<file path="src/rtl/bcd_calc_pkg.sv">
package bcd_calc_pkg;
  localparam int BUS_W    = 32;
  localparam int BUS_BYTES = BUS_W / 8;
  localparam int DIGITS   = BUS_W / 4;

  // slot index = address bits 6:2
  localparam logic [4:0] SLOT_CMD = 5'd4;
  localparam logic [4:0] SLOT_OPA = 5'd5;
  localparam logic [4:0] SLOT_OPB = 5'd6;
  localparam logic [4:0] SLOT_RES = 5'd7;

  localparam int CMD_ADD_BIT   = 0;
  localparam int CMD_CHAIN_BIT = 1;
  localparam int CMD_FORCE_BIT = 2;
  localparam int STAT_CARRY_BIT = 12;

  typedef enum logic [1:0] {
    SZ_BYTE = 2'd0,
    SZ_WORD = 2'd1,
    SZ_LONG = 2'd2,
    SZ_LONG_ALT = 2'd3
  } acc_size_e;
endpackage

</file>
<file path="src/rtl/bcd_digit_add.sv">
module bcd_digit_add (
  input  logic [3:0] a,
  input  logic [3:0] b,
  input  logic       cin,
  output logic [3:0] s,
  output logic       cout
);
  logic [5:0] raw;
  logic [5:0] adj;

  always_comb begin
    raw = {2'b00, a} + {2'b00, b} + {5'b0, cin};
    adj = raw + 6'd6;
    if (raw > 6'd9) begin
      s    = adj[3:0];
      cout = 1'b1;
    end else begin
      s    = raw[3:0];
      cout = 1'b0;
    end
  end

  // valid decimal inputs must yield a valid decimal digit
  always_comb begin
    if (a <= 4'd9 && b <= 4'd9) begin
      p_digit_range_r1: assert (s <= 4'd9);
    end
  end
endmodule

</file>
<file path="src/rtl/bcd_slice_adder.sv">
module bcd_slice_adder #(
  parameter int DIGITS = 8,
  localparam int W = 4 * DIGITS
) (
  input  logic [W-1:0] opa,
  input  logic [W-1:0] opb,
  input  logic         sub,
  input  logic         cin,
  output logic [W-1:0] sum,
  output logic         cout
);
  logic [DIGITS:0] carry;
  assign carry[0] = cin;

  for (genvar d = 0; d < DIGITS; d++) begin : g_digit
    logic [3:0] b_eff;
    assign b_eff = sub ? (4'd9 - opb[4*d +: 4]) : opb[4*d +: 4];
    bcd_digit_add u_dig (
      .a   (opa[4*d +: 4]),
      .b   (b_eff),
      .cin (carry[d]),
      .s   (sum[4*d +: 4]),
      .cout(carry[d+1])
    );
  end

  assign cout = carry[DIGITS];

  // equal operands subtracted with carry-in 1 give zero, no borrow
  always_comb begin
    if (sub && cin && opa == opb) begin
      p_equal_sub_r2: assert (sum == '0 && cout);
    end
  end
endmodule

</file>
<file path="src/rtl/bcd_bus_lanes.sv">
module bcd_bus_lanes
  import bcd_calc_pkg::*;
(
  input  acc_size_e          size,
  input  logic [1:0]         ofs,
  input  logic [BUS_W-1:0]   wdata,
  input  logic [BUS_W-1:0]   slot_rd,
  output logic [BUS_BYTES-1:0] lane_en,
  output logic [BUS_W-1:0]   wr_aligned,
  output logic [BUS_W-1:0]   rd_just
);
  logic [1:0] byte_pos;
  assign byte_pos = ~ofs;  // lane o sits at bits [8*(3-o) +: 8]

  always_comb begin
    case (size)
      SZ_BYTE: begin
        lane_en    = 4'b0001 << ofs;
        wr_aligned = {4{wdata[7:0]}};
        rd_just    = {24'b0, slot_rd[{byte_pos, 3'b000} +: 8]};
      end
      SZ_WORD: begin
        lane_en    = ofs[1] ? 4'b1100 : 4'b0011;
        wr_aligned = {2{wdata[15:0]}};
        rd_just    = {16'b0, (ofs[1] ? slot_rd[15:0] : slot_rd[31:16])};
      end
      default: begin
        lane_en    = 4'b1111;
        wr_aligned = wdata;
        rd_just    = slot_rd;
      end
    endcase
  end
endmodule

</file>
<file path="src/rtl/bcd_calc_unit.sv">
module bcd_calc_unit
  import bcd_calc_pkg::*;
#(
  parameter int ADDR_W = 16
) (
  input  logic              clk,
  input  logic              rst_n,
  input  logic              bus_valid,
  output logic              bus_ready,
  input  logic              bus_write,
  input  logic [ADDR_W-1:0] bus_addr,
  input  logic [1:0]        bus_size,
  input  logic [BUS_W-1:0]  bus_wdata,
  output logic [BUS_W-1:0]  bus_rdata
);
  logic [BUS_W-1:0] opa_q, opb_q, res_q;
  logic             carry_q;
  logic [2:0]       cmd_q;

  logic [4:0]           slot;
  logic [1:0]           ofs;
  logic [BUS_BYTES-1:0] lane_en;
  logic [BUS_W-1:0]     wr_aligned, slot_rd;
  logic                 wr_en, cmd_fire, cin;
  logic [2:0]           new_cmd;
  logic [BUS_W-1:0]     sum;
  logic                 cout;
  logic                 unused_addr_hi;

  assign bus_ready      = 1'b1;
  assign slot           = bus_addr[6:2];
  assign ofs            = bus_addr[1:0];
  assign unused_addr_hi = ^bus_addr[ADDR_W-1:7];
  assign wr_en          = bus_valid && bus_write;

  always_comb begin
    case (slot)
      SLOT_CMD: slot_rd = {3'b000, carry_q, 9'b0, cmd_q, 16'h0000};
      SLOT_OPA: slot_rd = opa_q;
      SLOT_OPB: slot_rd = opb_q;
      SLOT_RES: slot_rd = res_q;
      default:  slot_rd = '0;
    endcase
  end

  bcd_bus_lanes u_lanes (
    .size      (acc_size_e'(bus_size)),
    .ofs       (ofs),
    .wdata     (bus_wdata),
    .slot_rd   (slot_rd),
    .lane_en   (lane_en),
    .wr_aligned(wr_aligned),
    .rd_just   (bus_rdata)
  );

  // command bits 7:0 live in lane 1 (slot bits 23:16)
  assign new_cmd  = wr_aligned[16 +: 3];
  assign cmd_fire = wr_en && (slot == SLOT_CMD) && lane_en[1];

  always_comb begin
    if (new_cmd[CMD_FORCE_BIT])      cin = 1'b1;
    else if (new_cmd[CMD_CHAIN_BIT]) cin = carry_q;
    else                             cin = 1'b0;
  end

  bcd_slice_adder #(.DIGITS(DIGITS)) u_add (
    .opa (opa_q),
    .opb (opb_q),
    .sub (~new_cmd[CMD_ADD_BIT]),
    .cin (cin),
    .sum (sum),
    .cout(cout)
  );

  function automatic logic [BUS_W-1:0] merge_lanes(
    input logic [BUS_W-1:0] old_v,
    input logic [BUS_W-1:0] new_v,
    input logic [BUS_BYTES-1:0] en
  );
    logic [BUS_W-1:0] r;
    r = old_v;
    for (int i = 0; i < BUS_BYTES; i++) begin
      if (en[i]) r[8*(BUS_BYTES-1-i) +: 8] = new_v[8*(BUS_BYTES-1-i) +: 8];
    end
    return r;
  endfunction

  always_ff @(posedge clk or negedge rst_n) begin
    if (!rst_n) begin
      opa_q   <= '0;
      opb_q   <= '0;
      res_q   <= '0;
      carry_q <= 1'b0;
      cmd_q   <= '0;
    end else if (wr_en) begin
      case (slot)
        SLOT_OPA: opa_q <= merge_lanes(opa_q, wr_aligned, lane_en);
        SLOT_OPB: opb_q <= merge_lanes(opb_q, wr_aligned, lane_en);
        SLOT_CMD: if (lane_en[1]) begin
          cmd_q   <= new_cmd;
          res_q   <= sum;
          carry_q <= cout;
        end
        default: ;
      endcase
    end
  end

  p_result_hold_r5: assert property (@(posedge clk) disable iff (!rst_n)
    !cmd_fire |=> $stable(res_q) && $stable(carry_q));

  p_result_load_r5: assert property (@(posedge clk) disable iff (!rst_n)
    cmd_fire |=> res_q == $past(sum) && carry_q == $past(cout));

  p_opa_hold_r6: assert property (@(posedge clk) disable iff (!rst_n)
    !(wr_en && slot == SLOT_OPA) |=> $stable(opa_q));

  p_force_equal_r3: assert property (@(posedge clk) disable iff (!rst_n)
    cmd_fire && new_cmd[CMD_FORCE_BIT] && !new_cmd[CMD_ADD_BIT] && opa_q == opb_q
    |=> res_q == '0 && carry_q);
endmodule

</file>
<file path="config.mk">
export PLATFORM = sky130hd
export DESIGN_NAME = bcd_calc_unit
export DESIGN_NICKNAME = d
export VERILOG_FILES = /design/src/rtl/bcd_calc_pkg.sv /design/src/rtl/bcd_digit_add.sv /design/src/rtl/bcd_slice_adder.sv /design/src/rtl/bcd_bus_lanes.sv /design/src/rtl/bcd_calc_unit.sv
export SDC_FILE = /design/constraint.sdc
export NUM_CORES = 1
export LEC_CHECK = 0
export BUFFER_PORTS_ARGS = -buffer_cell sky130_fd_sc_hd__buf_2
export CAP_MARGIN = 20
export CORE_MARGIN = 3
export CORE_UTILIZATION = 65
export CTS_CLUSTER_DIAMETER = 100
export CTS_CLUSTER_SIZE = 14
export DETAILED_ROUTE_END_ITERATION = 16
export GPL_TIMING_DRIVEN = 0
export PLACE_DENSITY = 0.87
export SYNTH_ARGS = -nofsm -noshare
export SYNTH_HDL_FRONTEND = slang
export SYNTH_HIERARCHICAL = 1
export SYNTH_SLANG_ARGS = --single-unit
</file>
<file path="constraint.sdc">
create_clock -name clk -period 28.4 [get_ports clk]
set_input_delay 1.42 -clock clk [delete_from_list [all_inputs] [get_ports clk]]
set_output_delay 1.42 -clock clk [all_outputs]
set_load 0.02 [all_outputs]
</file>
==> metrics <==
register area share after synthesis 29.79%; Yosys top cell by area dfrtp_1; Seq pwr share 32.1%; Gate Count Post-Synth 808; hold buffers post-CTS 0; I/O pin cnt 87; drt pass-1 iters 7; Worst Path Arrival 16090 ps; simple-gate share of the synthesized area 12.81%; Bufs and invs on worst path 5; max cap viols 0; antenna violations before repair 0; Inserted Clock Buffers 9; WL per Instance 22.56 um; Hold WS 503.9 ps; DRC 0; Power Dens Cells 59.21 nW/um^2; Met1 Wirelength 9300 um; Seq cells post-synth 100; Critical Path Start Type input port; CTS Buffer Depth 2; Top Metal Used met4; post-CTS setup buffers 0; total number of vias 7035; post-cts sizing count 0; Die X 119.7 um; largest family of logic cells by synthesized area multiplexers; Least-Margin Pin Slew 909.3 ps; setup violators final 0; PortBufs 74; row count 40; max-slew violation total from the final report 0; DRT iter0 DRCs 714; fin crit period 15850 ps; Avg Synthesized Cell Area 10.40 um^2; Setup TNS 0 ps; P_int 337.6 uW; most frequent cells in the layout mux2_2, dfrtp_1, buf_2; top post-synthesis cells by area dfrtp_1, mux2_2, ha_1; Sw Pwr 212.9 uW; combinational power share 45.8%; Hold Crit Class register to register; synthesized net count 918; global-route wire length before repair 37700 um; Antenna diodes 0; multiplexer share of the synthesized area 23.24%; Overflow after GRT 0; Hold Fails Final Rpt 0; synth-to-layout area growth 10.68%; total track usage 33.88%; share of cells above drive strength 1 35.82%; Worst Path Required 28640 ps; most common cell after layout, fill and taps aside mux2_2; cell area after synthesis 8399 um^2; slowest stage delay, CP 510 ps; switching share of power 38.67%; Final #Nets 1004; Final Instance Area 9296 um^2; fmax 0.06309 GHz; DP Wirelength 18450 um; commonest register cell after synthesis dfrtp_1; largest net degree at the start of global routing 75; placed cell areas 9010 um^2; worst skew pair latency 360 ps; TritonCTS clock tree done; drt via density 6.593; vias in the first global route 7131; Max H-tree Level 3; length of routed met3 wiring 1989 um; Pleak 4.544 nW; post-synthesis compound-gate area fraction 15.73%; Worst VDD drop 57.64 uV; slowest CP cell fa_1; smallest setup slack after layout 12550 ps; total power 550.4 uW; clk sink count 100; run status finished, final reports clean; warnings from Yosys 6; CP top delay family adder cells; Clk pwr share 22.1%; CP Capture Type register; number of enable flip-flop cells after synthesis 0; area share of fa/ha/maj cells after synthesis 9.772%; Slew HR 39.38%; WL final 24070 um; Synth cell types 59; Final ANT Viol Nets 0; RSZ-0062 raised after global routing no; post-synthesis xor/xnor area fraction 2.890%; asr flop ratio synth 100.0%; Die ar. 14320 um^2; root buf cell clkbuf_16; Initial Utilization 68.22%; pre-CTS setup slack 12420 ps; Max Fanout on Critical Path 10; GPL Wtd Cong 1.004; Crit Path Category input port to register; chip height 119.7 um; final clock skew 8.263 ps; share of the synthesized area in the top cell type 29.79%; DR WL met2 11700 um; Final Cycle Share 55.81%; Reg clk slew, reported paths 70 ps; Fillers 890; most frequent CP cell fa_1; core area 12310 um^2
## registers in the layout, summed over array words and instances (netlist names)
register,flops
opb_q,32
opa_q,32
res_q,32
cmd_q,3
carry_q,1
## per-stage QoR
step	utilization, %	instances
floorplan	-	808
global placement	72.94	1050
detailed placement	73.18	1051
CTS	75.51	1067
global route	75.51	1067
finish	75.51	1067
## layer usage
| metal | vias to the layer above | GRT usage [%] |
|---|---|---|
| li1 | 3129 | - |
| met1 | 3464 | 42.63 |
| met2 | 365 | 56.92 |
| met3 | 77 | 6.833 |
| met4 | 0 | 14.46 |
| met5 | - | 0 |
## final timing paths
path	endpoint	startpoint	slack, ps	depth (start not counted)
max	res_q[29]	bus_size[1]	12550	49
min	res_q[20]	res_q[20]	500	1
max reg2reg	res_q[29]	carry_q	14500	43
min reg2reg	res_q[20]	res_q[20]	500	1
max in group asynchronous	opb_q[7]	rst_n	26730	2
min in group asynchronous	res_q[25]	rst_n	980	1
## Yosys cell counts (10+ instances only)
library cell,n
buf_4,19
a21oi_2,10
xor2_1,10
a21oi_1,38
dfrtp_1,100
nand2_1,27
inv_1,33
fa_1,16
o21ai_0,18
xnor2_1,14
a21o_1,18
a22o_1,16
nand3_2,14
buf_2,11
mux2_2,138
ha_1,40
mux2i_1,24
and2_1,26
nor2_1,53
a22oi_1,28
o21ai_1,12
## power groups by stage
stage	logic, mW	registers, mW	clock network, mW
floorplan	0.189	0.173	0
global placement	0.230	0.178	0
detailed placement	0.246	0.179	0
CTS	0.248	0.176	0.124
global route	0.277	0.179	0.129
finish	0.252	0.177	0.122
## logic make-up (layout without fill, tap and decap cells)
logic type | Yosys count | in the layout
buffers and inverters | 86 | 177
other | 1 | 1
AOI/OAI and AO/OA | 185 | 185
and+or+nand+nor | 182 | 182
xor gates and xnor gates | 26 | 26
adders and majority gates | 56 | 56
DFF | 100 | 100
muxes | 172 | 172
## layout make-up
cell class,instances,area (um^2),area share (%)
multi-input cells,622,5416,58.26
flip-flops and latches,100,2502,26.92
repair buffers,75,400.4,4.307
plain buffers,50,340.3,3.661
clock buffers,11,242.7,2.611
well taps,168,210.2,2.261
inverters,36,140.1,1.507
clock inverters,5,43.79,0.4711
No activity file was read; power rests on OpenSTA's default activity.
